### config.mk
export PLATFORM = sky130hd
export DESIGN_NAME = rep_add_mul
export DESIGN_NICKNAME = d
export VERILOG_FILES = /design/src/rtl/rep_add_mul_pkg.sv /design/src/rtl/rep_add_mul_ctrl.sv /design/src/rtl/rep_add_mul_dp.sv /design/src/rtl/rep_add_mul.sv
export SDC_FILE = /design/constraint.sdc
export NUM_CORES = 1
export LEC_CHECK = 0
export BUFFER_PORTS_ARGS = -buffer_cell sky130_fd_sc_hd__buf_2
export CORE_UTILIZATION = 36
export DETAILED_ROUTE_END_ITERATION = 12
export GPL_TIMING_DRIVEN = 0
export RECOVER_POWER = 25
export SYNTH_ARGS = -nofsm -noshare
export SYNTH_HDL_FRONTEND = slang
export SYNTH_HIERARCHICAL = 1
export SYNTH_SLANG_ARGS = --single-unit
### constraint.sdc
create_clock -name clk -period 3 [get_ports clk]
set_input_delay 0.3 -clock clk [delete_from_list [all_inputs] [get_ports clk]]
set_output_delay 0.3 -clock clk [all_outputs]
set_load 0.01 [all_outputs]
### src/rtl/rep_add_mul_pkg.sv
package rep_add_mul_pkg;
  // one-hot state bit positions
  localparam int ST_IDLE = 0;
  localparam int ST_LOOP = 1;
  localparam int NUM_ST  = 2;

  typedef struct packed {
    logic loadOps;  // capture operand buses
    logic clrProd;  // zero the accumulator
    logic addStep;  // accumulate multiplicand, count down
  } strobe_t;
endpackage

### src/rtl/rep_add_mul_ctrl.sv
module rep_add_mul_ctrl
  import rep_add_mul_pkg::*;
(
  input  logic              clk,
  input  logic              rst,
  input  logic              start,
  input  logic              arZero,
  output strobe_t           strobe,
  output logic              done,
  output logic [NUM_ST-1:0] state
);
  logic [NUM_ST-1:0] stateNxt;

  always_comb begin
    stateNxt          = '0;
    stateNxt[ST_IDLE] = (state[ST_IDLE] & ~start) | (state[ST_LOOP] & arZero);
    stateNxt[ST_LOOP] = (state[ST_IDLE] & start)  | (state[ST_LOOP] & ~arZero);
  end

  always_ff @(posedge clk or posedge rst) begin
    if (rst) state <= NUM_ST'(1) << ST_IDLE;
    else     state <= stateNxt;
  end

  always_comb begin
    strobe.loadOps = state[ST_IDLE] & start;
    strobe.clrProd = state[ST_IDLE] & start;
    strobe.addStep = state[ST_LOOP] & ~arZero;
  end

  assign done = state[ST_IDLE];
endmodule

### src/rtl/rep_add_mul_dp.sv
module rep_add_mul_dp
  import rep_add_mul_pkg::*;
#(
  parameter int WIDTH = 8
) (
  input  logic               clk,
  input  logic               rst,
  input  strobe_t            strobe,
  input  logic [WIDTH-1:0]   opA,
  input  logic [WIDTH-1:0]   opB,
  output logic [2*WIDTH-1:0] prod,
  output logic [WIDTH-1:0]   mcand,
  output logic               arZero
);
  localparam int PW = 2 * WIDTH;

  logic [WIDTH-1:0] mcandQ;
  logic [WIDTH-1:0] countQ;
  logic [PW-1:0]    prodQ;
  logic [PW-1:0]    sum;

  assign sum    = prodQ + {{WIDTH{1'b0}}, mcandQ};
  assign arZero = (countQ == '0);

  always_ff @(posedge clk or posedge rst) begin
    if (rst) begin
      mcandQ <= '0;
      countQ <= '0;
    end else if (strobe.loadOps) begin
      mcandQ <= opA;
      countQ <= opB;
    end else if (strobe.addStep) begin
      countQ <= countQ - 1'b1;
    end
  end

  always_ff @(posedge clk or posedge rst) begin
    if (rst)                 prodQ <= '0;
    else if (strobe.clrProd) prodQ <= '0;
    else if (strobe.addStep) prodQ <= sum;
  end

  assign prod  = prodQ;
  assign mcand = mcandQ;
endmodule

### src/rtl/rep_add_mul.sv
module rep_add_mul
  import rep_add_mul_pkg::*;
#(
  parameter int WIDTH = 8
) (
  input  logic               clk,
  input  logic               rst,
  input  logic               start,
  input  logic [WIDTH-1:0]   opA,
  input  logic [WIDTH-1:0]   opB,
  output logic [2*WIDTH-1:0] prod,
  output logic               done
);
  strobe_t           strobe;
  logic              arZero;
  logic [NUM_ST-1:0] ctrlState;
  logic [WIDTH-1:0]  mcandHeld;

  rep_add_mul_ctrl u_ctrl (
    .clk(clk), .rst(rst), .start(start), .arZero(arZero),
    .strobe(strobe), .done(done), .state(ctrlState)
  );

  rep_add_mul_dp #(.WIDTH(WIDTH)) u_dp (
    .clk(clk), .rst(rst), .strobe(strobe), .opA(opA), .opB(opB),
    .prod(prod), .mcand(mcandHeld), .arZero(arZero)
  );
endmodule

==> out/metrics.csv <==
stage,metric,value,unit
run_status,status,completed,
placed_design,port bufs,35,
worst_setup_path,crit path DAT,2.76,ns
clock_network,clock sink count,34,
sta,worst slew pin tran,1.25,ns
layout,Non-Filler Instances,336,
global_routing,GR Overflow Total,0,
worst_setup_path,type of origin of the critical path,register,
layout,Antenna diodes,0,
global_routing,initial antenna violation count,0,
layout,share of layout cells above drive strength 1,17.8,%
sta,Final Cycle Share,86.8,%
power,P_leak,1.04,nW
routing,DRT Wirelength,4610,um
worst_hold_path,WHS Path Cells,2,
worst_hold_path,HP Class,in2reg,
worst_setup_path,Crit path required time,3.16,ns
clock_network,clock buffer depth,2,
placed_design,pre-CTS WS,0.432,ns
placed_design,DP HPWL,3350,um
routing,Final ANT Viol Nets,0,
floorplan,Top Ports,36,
worst_setup_path,Crit Path Max Fanout,8,
clock_network,CTS root buffer,clkbuf_8,
floorplan,Initial Utilization,37.7,%
routing,first-pass detailed-route iteration total,4,
floorplan,Die Ht,78.2,um
worst_setup_path,depth of the most critical reg-to-reg path,8,
layout,post-layout utilization of the core,43.9,%
power,PD cells,1140,nW/um2
worst_setup_path,CP startpoint,u_dp/countQ[4]$_DFFE_PP0P_,
sta,Clock Skew,0.00339,ns
floorplan,core area,5540,um2
placed_design,GP Congestion,0.802,
layout,Nets,292,
sta,Final TNS setup,0,ns
flow_run,max cap viols,0,
worst_setup_path,Worst path slowest cell,or4_1,
clock_network,Clock Latency Late Sink,0.28,ns
routing,Iteration-0 DRC Markers,54,
floorplan,die width,78.2,um
worst_setup_path,Buf/Inv on CP,1,
layout,Area Overhead vs Synth,16.5,%
worst_setup_path,worst-path cell chain,"or4_1, nor4b_1, nor2b_1, buf_2, and4_1, and3_1, mux2i_1, o211ai_1",
routing,residual DRC count,0,
clock_network,H-Tree Level Count,2,
floorplan,die area,6110,um2
sta,Final Hold Viols,0,
clock_network,CTS tree,built,
routing,wire length per cell,13.7,um
sta,Tmin final,2.60,ns
sta,Slew headroom,16.5,%
yosys,post-synthesis cell count,220,
sta,RSZ-0062 raised after global routing,no,
worst_setup_path,Critical Path End Type,register,
worst_setup_path,Crit Path Class,reg2reg,
power,VDD IR max,0.511,mV
global_routing,Total GRT Usage,16.5,%
worst_setup_path,Slowest Stage Delay on Critical Path,0.60,ns
placed_design,placed insts,327,
yosys,Ys Warns,6,
routing,vias,1725,
worst_hold_path,Worst Hold Launch,start,
global_routing,largest net degree at the start of global routing,33,
routing,Via density,5.13,
worst_setup_path,WP depth,8,
clock_network,Num CTS Buffers,5,
sta,Final Slew Violations,0,
global_routing,first-pass GRT wire length,7800,um
global_routing,vias in the first global route,1641,
worst_setup_path,Reg-to-Reg Start,u_dp/countQ[4]$_DFFE_PP0P_,
yosys,Mapped Area,2090,um2
clock_network,Clock transition at path regs,0.07,ns
yosys,syn_nets,249,
sta,Worst Slack Setup Final,0.396,ns
floorplan,row count,27,
sta,"Setup violations, final",0,
yosys,syn avg cell area,9.50,um2
sta,f_max,0.384,GHz
worst_setup_path,Crit path max-delay family,simple AND/OR/NAND/NOR gates,
metrics by stage:
step,hold slack (ns),area (um2),power [mW]
2_1_floorplan,0.0405,2090,2.06
3_3_place_gp,0.161,2350,2.43
3_5_place_dp,0.165,2350,2.44
4_1_cts,0.164,2460,2.82
5_1_grt,0.162,2430,3.07
6_report,0.181,2430,2.78
state kept, by name, summed over array words and instances, names as in the netlist:
signal        cells
u_ctrl/state      2
u_dp/countQ       8
u_dp/mcand        8
u_dp/prod        16
cell type report:
cell class	instances	area, um2
Fill cell	590	3110
Multi-Input combinational cell	163	1140
Sequential cell	34	852
Timing Repair Buffer	36	164
Tap cell	72	90.1
Clock buffer	7	86.3
Inverter	14	52.6
Buffer	9	41.3
Clock inverter	1	5.00
cells in the final DEF (no fill, tap or decap), types with 4 or more instances in the layout:
cell type   n
nand2b_1    4
nor2_1     17
nand3_1     5
clkbuf_8    6
mux2_2     12
ha_1        9
a211oi_1    6
o21ai_0    11
nor3_1     10
a21oi_1     8
nor2b_1     8
buf_2      21
xnor2_1     7
o211ai_1    6
nand2_1    16
dfrtp_1    33
mux2i_1     4
inv_1      14
clkbuf_1   23
power by group:
group | switching, mW | leakage (nW) | internal [mW]
Sequential | 0.183 | 0.394 | 0.682
Combinational | 0.873 | 0.593 | 0.685
Clock | 0.168 | 0.0482 | 0.185
Total | 1.22 | 1.04 | 1.55
metal layers:
metal / part of all wire (%) / global-route usage (%)
met1: 49 / 22.0
met2: 46 / 26.6
met3: 3.6 / 3.60
met4: 1.3 / 5.56
met5: 0 / 0
worst reg2reg max path: stages, from the launching register on:
cell and delay (ns):
dfrtp_1 0.41, or4_1 0.60, nor4b_1 0.44, nor2b_1 0.11, buf_2 0.20, and4_1 0.25
and3_1 0.22, mux2i_1 0.15, o211ai_1 0.11
final timing paths:
| path | to | slack (ns) |
|---|---|---|
| max | u_dp/prod[13]$_DFFE_PP0P_ | 0.40 |
| min | u_ctrl/state[0]$_DFF_PP1_ | 0.18 |
| max reg2reg | u_dp/prod[13]$_DFFE_PP0P_ | 0.40 |
| min reg2reg | u_ctrl/state[0]$_DFF_PP1_ | 0.51 |
| max in group asynchronous | u_dp/prod[14]$_DFFE_PP0P_ | 1.34 |
| min in group asynchronous | u_ctrl/state[1]$_DFF_PP0_ | 0.42 |
what timing repair did:
item / 4_1_cts / 5_1_grt
hold buffers: 1 / 0
endpoints found under the hold margin: 1 / 0
resized for setup: 0 / 0
buffers inserted: 0 / 0
(Power assumes the default switching activity.)
